--- src/rtl/rstctl_pkg.sv ---
package rstctl_pkg;
  localparam int WORD_W = 32;

  // Lines whose status reads 1 while held in reset (most read 0 when held)
  localparam logic [127:0] DEF_HELD_HIGH =
    128'h00000000_00000010_00000000_000006E0;

  typedef enum logic [1:0] {
    RGN_HOLD   = 2'd0,
    RGN_STATUS = 2'd1,
    RGN_NONE   = 2'd2
  } region_e;
endpackage

--- src/rtl/rstctl_hold_regs.sv ---
module rstctl_hold_regs
  import rstctl_pkg::*;
#(
  parameter int NREG  = 4,
  parameter int SEL_W = 2
) (
  input  logic                   clk,
  input  logic                   rst_n,
  input  logic                   we,
  input  logic [SEL_W-1:0]       sel,
  input  logic [WORD_W-1:0]      wdata,
  output logic [NREG*WORD_W-1:0] hold_q
);
  for (genvar w = 0; w < NREG; w++) begin : g_word
    always_ff @(posedge clk or negedge rst_n) begin
      if (!rst_n)
        hold_q[w*WORD_W +: WORD_W] <= '1;
      else if (we && sel == SEL_W'(w))
        hold_q[w*WORD_W +: WORD_W] <= wdata;
    end
  end
endmodule

--- src/rtl/rstctl_line_sync.sv ---
module rstctl_line_sync #(
  parameter int LINES  = 128,
  parameter int STAGES = 2
) (
  input  logic             clk,
  input  logic             rst_n,
  input  logic [LINES-1:0] req,
  input  logic [LINES-1:0] run,
  output logic [LINES-1:0] settled
);
  for (genvar i = 0; i < LINES; i++) begin : g_line
    logic [STAGES-1:0] chain;
    always_ff @(posedge clk or negedge rst_n) begin
      if (!rst_n)
        chain <= '1;
      else if (run[i])
        chain <= {chain[STAGES-2:0], req[i]};
    end
    assign settled[i] = chain[STAGES-1];
  end
endmodule

--- src/rtl/rstctl_readback.sv ---
module rstctl_readback
  import rstctl_pkg::*;
#(
  parameter int                 LINES     = 128,
  parameter int                 NREG      = 4,
  parameter int                 SEL_W     = 2,
  parameter logic [LINES-1:0]   HELD_HIGH = '0
) (
  input  logic                   clk,
  input  logic                   rst_n,
  input  logic                   rd_en,
  input  region_e                rgn,
  input  logic [SEL_W-1:0]       sel,
  input  logic [NREG*WORD_W-1:0] hold_q,
  input  logic [LINES-1:0]       settled,
  output logic [LINES-1:0]       stat_vec,
  output logic [WORD_W-1:0]      rdata
);
  localparam int PADW = NREG * WORD_W;

  logic [PADW-1:0]   stat_pad;
  logic [WORD_W-1:0] mux;

  // held -> polarity bit, released -> its inverse
  assign stat_vec = ~(settled ^ HELD_HIGH);

  always_comb begin
    stat_pad = '0;
    stat_pad[LINES-1:0] = stat_vec;
  end

  always_comb begin
    unique case (rgn)
      RGN_HOLD:   mux = hold_q[sel*WORD_W +: WORD_W];
      RGN_STATUS: mux = stat_pad[sel*WORD_W +: WORD_W];
      default:    mux = '0;
    endcase
  end

  always_ff @(posedge clk or negedge rst_n) begin
    if (!rst_n)
      rdata <= '0;
    else if (rd_en)
      rdata <= mux;
  end
endmodule

--- src/rtl/rstline_ctrl.sv ---
module rstline_ctrl
  import rstctl_pkg::*;
#(
  parameter int               NUM_LINES   = 128,
  parameter int               ADDR_W      = 8,
  parameter int               SYNC_STAGES = 2,
  parameter logic [NUM_LINES-1:0] HELD_HIGH = DEF_HELD_HIGH[NUM_LINES-1:0]
) (
  input  logic                 clk,
  input  logic                 rst_n,
  input  logic [ADDR_W-1:0]    addr,
  input  logic [WORD_W-1:0]    wdata,
  input  logic                 wr_en,
  input  logic                 rd_en,
  output logic [WORD_W-1:0]    rdata,
  output logic [NUM_LINES-1:0] line_rst,
  input  logic [NUM_LINES-1:0] line_clk_en
);
  localparam int NREG  = (NUM_LINES + WORD_W - 1) / WORD_W;
  localparam int PADW  = NREG * WORD_W;
  localparam int IDX_W = ADDR_W - 2;
  localparam int SEL_W = (NREG > 1) ? $clog2(NREG) : 1;

  logic [IDX_W-1:0]     widx;
  region_e              rgn;
  logic [SEL_W-1:0]     sel;
  logic [PADW-1:0]      hold_q;
  logic [NUM_LINES-1:0] settled;
  logic [NUM_LINES-1:0] stat_vec;

  assign widx = addr[ADDR_W-1:2];

  always_comb begin
    if (widx < IDX_W'(NREG)) begin
      rgn = RGN_HOLD;
      sel = SEL_W'(widx);
    end else if (widx < IDX_W'(2*NREG)) begin
      rgn = RGN_STATUS;
      sel = SEL_W'(widx - IDX_W'(NREG));
    end else begin
      rgn = RGN_NONE;
      sel = '0;
    end
  end

  rstctl_hold_regs #(.NREG(NREG), .SEL_W(SEL_W)) u_hold (
    .clk    (clk),
    .rst_n  (rst_n),
    .we     (wr_en && rgn == RGN_HOLD),
    .sel    (sel),
    .wdata  (wdata),
    .hold_q (hold_q)
  );

  assign line_rst = hold_q[NUM_LINES-1:0];

  rstctl_line_sync #(.LINES(NUM_LINES), .STAGES(SYNC_STAGES)) u_sync (
    .clk     (clk),
    .rst_n   (rst_n),
    .req     (line_rst),
    .run     (line_clk_en),
    .settled (settled)
  );

  rstctl_readback #(
    .LINES(NUM_LINES), .NREG(NREG), .SEL_W(SEL_W), .HELD_HIGH(HELD_HIGH)
  ) u_rd (
    .clk      (clk),
    .rst_n    (rst_n),
    .rd_en    (rd_en),
    .rgn      (rgn),
    .sel      (sel),
    .hold_q   (hold_q),
    .settled  (settled),
    .stat_vec (stat_vec),
    .rdata    (rdata)
  );
endmodule

--- config.mk ---
export PLATFORM = sky130hd
export DESIGN_NAME = rstline_ctrl
export DESIGN_NICKNAME = d
export VERILOG_FILES = /design/src/rtl/rstctl_pkg.sv /design/src/rtl/rstctl_hold_regs.sv /design/src/rtl/rstctl_line_sync.sv /design/src/rtl/rstctl_readback.sv /design/src/rtl/rstline_ctrl.sv
export SDC_FILE = /design/constraint.sdc
export NUM_CORES = 1
export LEC_CHECK = 0
export BUFFER_PORTS_ARGS = -buffer_cell sky130_fd_sc_hd__buf_2
export CAP_MARGIN = 20
export CORE_MARGIN = 10
export CORE_UTILIZATION = 31
export DETAILED_ROUTE_END_ITERATION = 8
export PLACE_DENSITY_LB_ADDON = 0.08
export SYNTH_ARGS = -nofsm -noshare
export SYNTH_HDL_FRONTEND = slang
export SYNTH_SLANG_ARGS = --single-unit
--- constraint.sdc ---
create_clock -name clk -period 2.1 [get_ports clk]
set_input_delay 0.42 -clock clk [delete_from_list [all_inputs] [get_ports clk]]
set_output_delay 0.42 -clock clk [all_outputs]
set_load 0.005 [all_outputs]
==> impl_metrics.yaml, run 1 <==
grt:
  grt_pass1_vias: 12890
  grt-ovfl-total: 0
  grt_first_pass_wirelength_mm: 83.98
  antenna_found_initial: 8
  grt_usage_pct: 16.27
  grt_max_degree: 84
power_and_ir_drop:
  p_seq_share_pct: 48.7
  clockPowerShare_pct: 38.0
  fin_total_pwr_uw: 22250
  switchingPower_uw: 5494
  ir_drop_uv: 554.5
  power_density_nw_per_um2: 977.6
  combPwrFrac_pct: 13.3
  p_leak_uw: 0.009832
  p_int_uw: 16750
  swShare_pct: 24.70
floorplanning:
  rows: 88
  core-area_um2: 57700
  start_util_pct: 31.30
  ios: 332
  die_area_um2: 68300
  die_w_um: 261.4
  die_height_um: 261.4
place:
  hpwl_mm: 39.86
  gp_congestion: 0.7527
  port-buffer-count: 329
  place_ws_ps: -195.9
finish:
  syn2layout_area_growth_pct: 26.01
  nets: 1846
  drive_gt1_share_pct: 71.15
  final_common_cell: "dfstp_2"
  final_cell_mix: "dfstp_2 (384), mux2_2 (362), buf_2 (326)"
synthesis:
  synth_top_family_by_area: "multiplexers"
  synth-edff-count: 0
  yosys.area_share.simple_pct: 2.959
  ys_seq_elements: 416
  synthMuxAreaShare_pct: 25.53
  yosys.area_share.adder_pct: 0
  synthArstFlopShare_pct: 100.0
  synthDistinctLibCells: 39
  synthTopCellsByArea: "dfstp_2 (56%), mux2_2 (23%), dfrtp_1 (4.4%), nor2_1 (2.1%), a21oi_1 (1.8%)"
  synth-compound-area-share_pct: 7.927
  synthXorXnorAreaFrac_pct: 0
  netlist.area_leader.share_pct: 55.88
  synthesis.area_um2: 18060
  avgSynthCellArea_um2: 13.86
  yosys.area.top_type: "dfstp_2"
  synth_cells: 1303
  ys_seq_area_share_pct: 60.31
  ys_warn_count: 0
  synthesis.nets: 1475
  synthFlopType: "dfstp_2"
setup_path:
  path_class: "flip-flop to output port"
  critPathRequiredTime_ps: 1680
  path_cells: "buf_2"
  critPathSlowestCell: "dfstp_2"
  path_max_fanout: 5
  cp.arrival_ps: 1320
  crit_buf_inv: 1
  cp-end-kind: "output port"
  crit_family: "flip-flops"
  worst_setup_path_start_kind: "flip-flop"
  cpPeakStageDelay_ps: 590
clock_tree:
  ctsLongestPathBuffers: 3
  clk_latency_ps: 570
  cts_resized: 0
  root_buffer: "clkbuf_16"
  clk_pin_slew_ps: 50
  h-tree-depth: 2
  clock_sinks: 416
  cts_setup_buffers: 0
  tritoncts: "yes"
  cts_buffers: 50
drt:
  drt_iter0_drc: 499
  drc_errors: 0
  routed_via_density: 4.861
  drt_first_pass_iters: 7
  routedWlPerCell_um: 22.76
  drt_wl_total_mm: 56.59
  ant_nets: 0
  vias: 12090
flow_run:
  maxCapViolations: 0
timing:
  slew_violations: 0
  fin_ws_ps: 358.8
  tightest_slew_ps: 658.2
  finalCritPeriodShare_pct: 82.91
  setup-tns-final_ps: 0
  setup_violations: 0
  fmax_ghz: 0.5743
  period_minus_slack_ps: 1741
  finalHoldViolations: 0
  slew_headroom_pct: 56.12
  rsz0062_at_grt: "false"
  finalClockSkew_ps: 7.377
worst_hold_path:
  hold_path.class: "input pin to async pin"
status:
  outcome: "completed"
==> logic make-up (layout without fill, tap and decap cells) <==
family                 count (synthesis)  after routing
AO/OA/AOI/OAI                        216            216
multiplexers                         409            409
other                                  0              5
buffers and inverters                135            548
flip-flops                           416            416
AND/OR/NAND/NOR                      127            127
==> timing repair <==
action | 4_1_cts | 5_1_grt
hold buffers | 4 | 0
endpoints found under the hold margin | 4 | 0
setup endpoints to repair | 0 | 0
==> cell type report <==
| class | instances | area (um2) |
|---|---|---|
| Fill cell | 5585 | 34940 |
| Sequential cell | 416 | 10890 |
| Multi-Input combinational cell | 752 | 6615 |
| Timing Repair Buffer | 391 | 2412 |
| Clock buffer | 86 | 1590 |
| Tap cell | 765 | 957.2 |
| Inverter | 63 | 236.5 |
| Clock inverter | 8 | 40.04 |
| Antenna cell | 5 | 12.51 |
==> state kept, by name (all words and copies together) (netlist names) <==
signal               count
u_sync.g_line.chain    256
u_rd.rdata              32
u_hold.hold_q          128
==> path summary, 6_finish.rpt <==
check	cells after the start	startpoint	slack [ps]	to
worst min-delay path	1	rst_n	30	u_sync.g_line[7].chain[0]
worst min register to register	2	u_sync.g_line[127].chain[0]	480	u_sync.g_line[127].chain[1]
max in group asynchronous	2	rst_n	1530	u_sync.g_line[49].chain[0]
min in group clk	2	line_clk_en[85]	110	u_sync.g_line[85].chain[1]
worst max-delay path	1	u_hold.hold_q[1]	360	line_rst[1]
worst max register to register	4	u_hold.hold_q[103]	710	u_rd.rdata[7]
==> synth_stat cells, types with 3 or more instances <==
cell type  instances
a21oi_1           65
a31oi_1           29
buf_1              3
buf_2             22
buf_4              3
buf_6              6
clkbuf_1          37
dfrtp_1           32
dfstp_2          384
inv_1             63
mux2_1            20
mux2_2           362
mux2i_1           24
mux4_2             3
nand2_1            7
nand2b_1           4
nand3b_1           3
nor2_1           103
o21ai_0            7
o21ai_1           22
o221ai_1          29
o22ai_1           25
o32a_1            24
o32ai_1           10
==> metrics by stage <==
stage	std cells	util, %	hold slack [ps]	area, um2
floorplan	1303	-	124.4	18060
detailed placement	2383	36.52	469.9	21070
global route	2482	39.42	36.60	22740
CTS	2481	39.42	7.864	22740
global placement	2383	36.52	461.1	21070
finish	2486	39.44	26.45	22750
==> power groups by stage <==
| stage | clock [uW] | combinational, uW | sequential (uW) |
|---|---|---|---|
| 3_3_place_gp | 0 | 2970 | 10900 |
| 2_1_floorplan | 0 | 1700 | 10700 |
| 4_1_cts | 8800 | 3040 | 10800 |
| 6_report | 8450 | 2970 | 10800 |
| 3_5_place_dp | 0 | 3020 | 11000 |
| 5_1_grt | 9120 | 3290 | 11000 |
==> per-layer routing <==
layer,vias up,wire (um),track usage (%)
met2,301,27380,26.76
met4,8,1166,4.591
met3,82,3356,3.918
met1,6226,24640,21.02
met5,-,49,0
li1,5468,-,-
Power figures use the tool's default switching activity.
==> run 2: changes to the inputs <==
- clock period: 2.1 -> 1.7 ns (I/O delays scaled with it)
==> run 2 against run 1 <==
  * Via count fell by 0.51%
  * Clock power increased by 20%
  * Global-route usage up 0.26 points
  * Final cell count up 0.97%
  * Sequential share of layout area is 0.69 points lower
  * Die area is the same
  * Setup slack worse by 300 ps
  * Wire length up 0.91%
  * Clock skew up 3.7 ps
  * Hold slack gained 11 ps
  * Register-to-register slack lost 530 ps
  * Final area grew 1.5%
  * Critical endpoint is now line_rst[27]
==> impl_metrics.yaml, run 2 (synthesis results as in run 1) <==
grt:
  grt_pass1_vias: 12860
  grt_usage_pct: 16.53
  grt_first_pass_wirelength_mm: 85.10
  grt_max_degree: 67
  grt-ovfl-total: 0
  antenna_found_initial: 4
worst_hold_path:
  hold_depth: 2
  hp-start: "line_clk_en[68]"
  hold_path.class: "input pin to flip-flop"
  min_to: "u_sync.g_line[68].chain[0]"
place:
  dp.cells: 2397
  place_ws_ps: -316.2
  port-buffer-count: 329
  hpwl_mm: 40.95
  dpl-instance-area_um2: 21290
  gp_congestion: 0.7623
setup_path:
  cp-end-kind: "output port"
  path_cells: "buf_2"
  cpPeakStageDelay_ps: 590
  crit_family: "flip-flops"
  rr_worst_depth: 5
  crit_cells: 1
  r2r_slack_ps: 180
  r2r_end: "u_rd.rdata[7]"
  worst_setup_path_start_kind: "flip-flop"
  reg2reg_from: "u_hold.hold_q[71]"
  cp.arrival_ps: 1300
  path_max_fanout: 5
  critPathRequiredTime_ps: 1360
  crit_buf_inv: 1
  critPathSlowestCell: "dfstp_2"
  path_class: "flip-flop to output port"
power_and_ir_drop:
  ir_drop_uv: 701.1
  power_density_nw_per_um2: 1184
  p_leak_uw: 0.009975
floorplanning:
  die_area_um2: 68300
  die_height_um: 261.4
  ios: 332
  core-area_um2: 57700
  start_util_pct: 31.30
  die_w_um: 261.4
  rows: 88
clock_tree:
  clk_latency_ps: 570
  h-tree-depth: 2
  cts_buffers: 49
  ctsLongestPathBuffers: 3
  tritoncts: "yes"
  clk_pin_slew_ps: 60
  root_buffer: "clkbuf_16"
  clock_sinks: 416
timing:
  fin_hold_ws_ps: 37.43
  finalClockSkew_ps: 11.12
  fmax_ghz: 0.6079
  rsz0062_at_grt: "false"
  slew_headroom_pct: 63.35
  finalCritPeriodShare_pct: 96.76
  tightest_slew_ps: 549.8
  slew_violations: 0
  finalHoldViolations: 0
  fin_ws_ps: 55.06
  setup_violations: 0
  period_minus_slack_ps: 1645
finish:
  largest_register: "u_sync.g_line.chain"
  fin_cells: 2510
  final_cell_mix: "dfstp_2 (384), mux2_2 (362), buf_2 (326)"
  fill_cells: 5521
  post-route-util_pct: 40.02
  final_common_cell: "dfstp_2"
  top_regs: "u_sync.g_line.chain x256, u_hold.hold_q x128, u_rd.rdata x32"
  syn2layout_area_growth_pct: 27.86
  fin_area_um2: 23090
  largest_register_ffs: 256
  nets: 1881
  diodes: 0
  drive_gt1_share_pct: 70.32
drt:
  routed_via_density: 4.790
  drc_errors: 0
  ant_nets: 0
  drt_wl_total_mm: 57.10
  drt_iter0_drc: 528
  routedWlPerCell_um: 22.75
  drt_first_pass_iters: 5
  vias: 12020
flow_run:
  maxCapViolations: 0
status:
  outcome: "completed"
## run 2: report_power, final
part	internal, uW	switching, uW	leakage, uW
sequential	12400	1030	0.00444
combinational	2080	1690	0.00479
clock	6060	4080	0.000751
total	20500	6800	0.00997
## run 2: worst max-delay path by stage
stage                      start                 to  slack (ps)
6_report       u_hold.hold_q[27]       line_rst[27]          60
5_1_grt        u_hold.hold_q[23]       line_rst[23]           2
4_1_cts        u_hold.hold_q[20]       line_rst[20]           6
3_5_place_dp             addr[6]  u_hold.hold_q[53]        -320
3_3_place_gp             addr[6]  u_hold.hold_q[53]        -280
2_1_floorplan            addr[4]     u_rd.rdata[31]          20
## run 2: final cells by class
class	count	area (um2)	area share (%)
Sequential cell	416	10890	47.17
Multi-Input combinational cell	752	6619	28.67
Timing Repair Buffer	427	2848	12.33
Tap cell	765	957.2	4.146
Clock buffer	84	1498	6.487
Inverter	63	236.5	1.024
Clock inverter	3	40.04	0.1734
## run 2: stage by stage
| stage | TNS, ps | total power, uW |
|---|---|---|
| detailed placement | -35450 | 17380 |
| finish | 0 | 27340 |
| global placement | -32070 | 17270 |
| CTS | 0 | 27830 |
| floorplan | 0 | 15320 |
| global route | 0 | 28790 |
## run 2: per-layer routing
layer / global-route usage (%) / part of all wire (%) / vias up
met3: 4.023 / 5.9 / 75
met1: 22.31 / 45 / 6124
met4: 3.789 / 1.6 / 6
li1: - / - / 5532
met5: 0 / 0.060 / -
met2: 26.40 / 47 / 286
## run 2: timing repair
| item | CTS | global route |
|---|---|---|
| endpoints found under the hold margin | 55 | 0 |
| hold buffers | 25 | 0 |
| resized for setup | 0 | 0 |
| setup buffers | 0 | 1 |
| endpoints found under the setup margin | 0 | 1 |
==> run 3: changes to the inputs <==
- ABC_AREA: default -> 1
- REMOVE_ABC_BUFFERS: default -> 1
==> run 3 against run 2 <==
  * Combinational power down 4%
  * Via count up 23%
  * Final area up 5.6%
  * Final cell count up 26%
  * Clock power about the same
  * Hold slack better by 7.0 ps
  * Wire length up 8.3%
  * Global-route usage up 1.5 points
  * Largest power group unchanged
==> impl_metrics.yaml, run 3 <==
status:
  outcome: "completed"
synthesis:
  avgSynthCellArea_um2: 9.713
  synth-edff-count: 0
  netlist.area_leader.share_pct: 56.30
  synth_cells: 1845
  synth_commonest_cells: "nand2_1 (486), dfstp_2 (384), o21ai_0 (194)"
  synth.most_common_cell: "nand2_1"
  synthArstFlopShare_pct: 100.0
  synthTopCellsByArea: "dfstp_2 (56%), nand2_1 (10%), mux2_2 (5.8%), o21ai_0 (5.4%), dfrtp_1 (4.5%)"
  synthesis.area_um2: 17920
  ys_seq_elements: 416
  ys_warn_count: 0
  synthDistinctLibCells: 22
  yosys.area.top_type: "dfstp_2"
  ys_seq_area_share_pct: 60.77
  synthFlopType: "dfstp_2"
grt:
  grt_pass1_vias: 14820
  antenna_found_initial: 4
  grt_first_pass_wirelength_mm: 93.67
  grt-ovfl-total: 0
  grt_max_degree: 52
  grt_usage_pct: 18.04
setup_path:
  crit_buf_inv: 1
  path_max_fanout: 4
  cpPeakStageDelay_ps: 610
  worst_setup_path_start_kind: "flip-flop"
  cp.arrival_ps: 1310
  critPathRequiredTime_ps: 1360
  path_class: "flip-flop to output port"
  cp-end-kind: "output port"
  path_cells: "buf_6"
  critPathSlowestCell: "dfstp_2"
  crit_family: "flip-flops"
drt:
  drc_errors: 0
  routedWlPerCell_um: 19.50
  vias: 14740
  ant_nets: 0
  routed_via_density: 4.646
  drt_first_pass_iters: 5
  drt_wl_total_mm: 61.84
  drt_iter0_drc: 881
power_and_ir_drop:
  swShare_pct: 26.05
  switchingPower_uw: 6967
  p_leak_uw: 0.01034
  p_int_uw: 19780
  combPwrFrac_pct: 13.5
  ir_drop_uv: 629.7
  fin_total_pwr_uw: 26750
  p_seq_share_pct: 47.8
  clockPowerShare_pct: 38.7
  power_density_nw_per_um2: 1097
floorplanning:
  die_area_um2: 67820
  core-area_um2: 57480
  die_w_um: 260.4
  rows: 88
  ios: 332
  die_height_um: 260.4
  start_util_pct: 31.18
place:
  gp_congestion: 0.7737
  port-buffer-count: 329
  hpwl_mm: 43.47
  place_ws_ps: -182.9
worst_hold_path:
  hold_path.class: "input pin to flip-flop"
timing:
  period_minus_slack_ps: 1649
  rsz0062_at_grt: "true"
  fin_ws_ps: 50.84
  finalCritPeriodShare_pct: 97.01
  slew_violations: 0
  finalHoldViolations: 0
  finalClockSkew_ps: 10.10
  tightest_slew_ps: 518.3
  fmax_ghz: 0.6064
  slew_headroom_pct: 65.45
  setup_violations: 0
finish:
  final_cell_mix: "nand2_1 (486), dfstp_2 (384), buf_2 (321)"
  fill_cells: 5749
  post-route-util_pct: 42.43
  nets: 2538
  top_regs: "u_sync.g_line.chain x256, u_hold.hold_q x128, u_rd.rdata x32"
  largest_register: "u_sync.g_line.chain"
  final_common_cell: "nand2_1"
  largest_register_ffs: 256
  drive_gt1_share_pct: 40.81
  syn2layout_area_growth_pct: 36.09
clock_tree:
  clk_pin_slew_ps: 60
  h-tree-depth: 2
  ctsLongestPathBuffers: 3
  clk_latency_ps: 580
  root_buffer: "clkbuf_16"
  tritoncts: "yes"
  clock_sinks: 416
  cts_buffers: 49
flow_run:
  maxCapViolations: 0
[run 3: changes by cell type after synthesis, moves of 60 or more]
cell,delta
inv_1,+104
mux2_2,-270
nand2_1,+479
nand3_1,+125
nand4_1,+64
nor2_1,-60
o21ai_0,+187
o21ai_1,+68
[run 3: kinds of logic (layout without fill, tap and decap cells)]
| kind of cell | count (synthesis) | in the layout | synth area share [%] |
|---|---|---|---|
| other | 0 | 1 | 0 |
| muxes | 92 | 92 | 5.781 |
| DFF | 416 | 416 | 60.77 |
| buffers and inverters | 251 | 812 | 5.586 |
| and+or+nand+nor | 732 | 732 | 17.51 |
| AOI/OAI and AO/OA | 354 | 354 | 10.35 |
[run 3: area by class of cell]
class                           count  area [um2]  share of cell area (%)
Sequential cell                   416       10890                   44.66
Multi-Input combinational cell   1178        6081                   24.93
Timing Repair Buffer              553        4255                   17.45
Clock buffer                       80        1485                   6.090
Tap cell                          765       957.2                   3.925
Inverter                          168       631.9                   2.591
Clock inverter                     11       83.83                  0.3437
Antenna cell                        1       2.502                 0.01026
[run 3: routing by layer]
layer	global-route usage, %	wire length, um	up-vias
li1	-	-	7170
met4	3.698	943	6
met1	24.55	28690	7152
met3	3.883	3309	84
met5	0	41	-
met2	29.11	28850	325
[run 3: worst min-delay path: stages]
cell,delay (ps)
buf_2,90
inv_1,100
o21ai_1,80
[run 3: through the flow]
stage	std cells	setup TNS (ps)	area [um2]	hold slack (ps)
CTS	3168	0	24350	4.372
finish	3172	0	24390	44.45
detailed placement	2941	-9940	21410	333.2
global route	3172	-15.06	24390	39.33
floorplan	1762	-207800	17550	44.41
global placement	2941	-7319	21410	324.9
[run 3: power groups by stage]
stage	registers [uW]	clock network, uW	logic [uW]
after floorplan	12700	0	1650
after detailed placement	12900	0	3400
after global routing	13000	11100	4100
after CTS	12800	10700	3690
final	12800	10300	3610
after global placement	12900	0	3330
[run 3: path summary, 6_finish.rpt]
| check | cells past startpoint | startpoint | endpoint | slack (ps) |
|---|---|---|---|---|
| max in group asynchronous | 3 | rst_n | u_sync.g_line[12].chain[1] | 650 |
| setup / recovery | 1 | u_hold.hold_q[79] | line_rst[79] | 50 |
| setup reg to reg | 5 | u_hold.hold_q[76] | u_rd.rdata[12] | 520 |
| hold reg to reg | 2 | u_sync.g_line[93].chain[0] | u_sync.g_line[93].chain[1] | 460 |
| hold / removal | 3 | wdata[6] | u_hold.hold_q[38] | 40 |
| min in group asynchronous | 2 | rst_n | u_rd.rdata[1] | 310 |
[run 3: repair_timing]
action                     in CTS  in global routing
hold endpoints to repair      205                  0
setup endpoints to repair       4                  6
pin swaps                       0                  0
setup buffers                   1                  3
gates resized for setup         4                  2
hold buffers                  135                  0
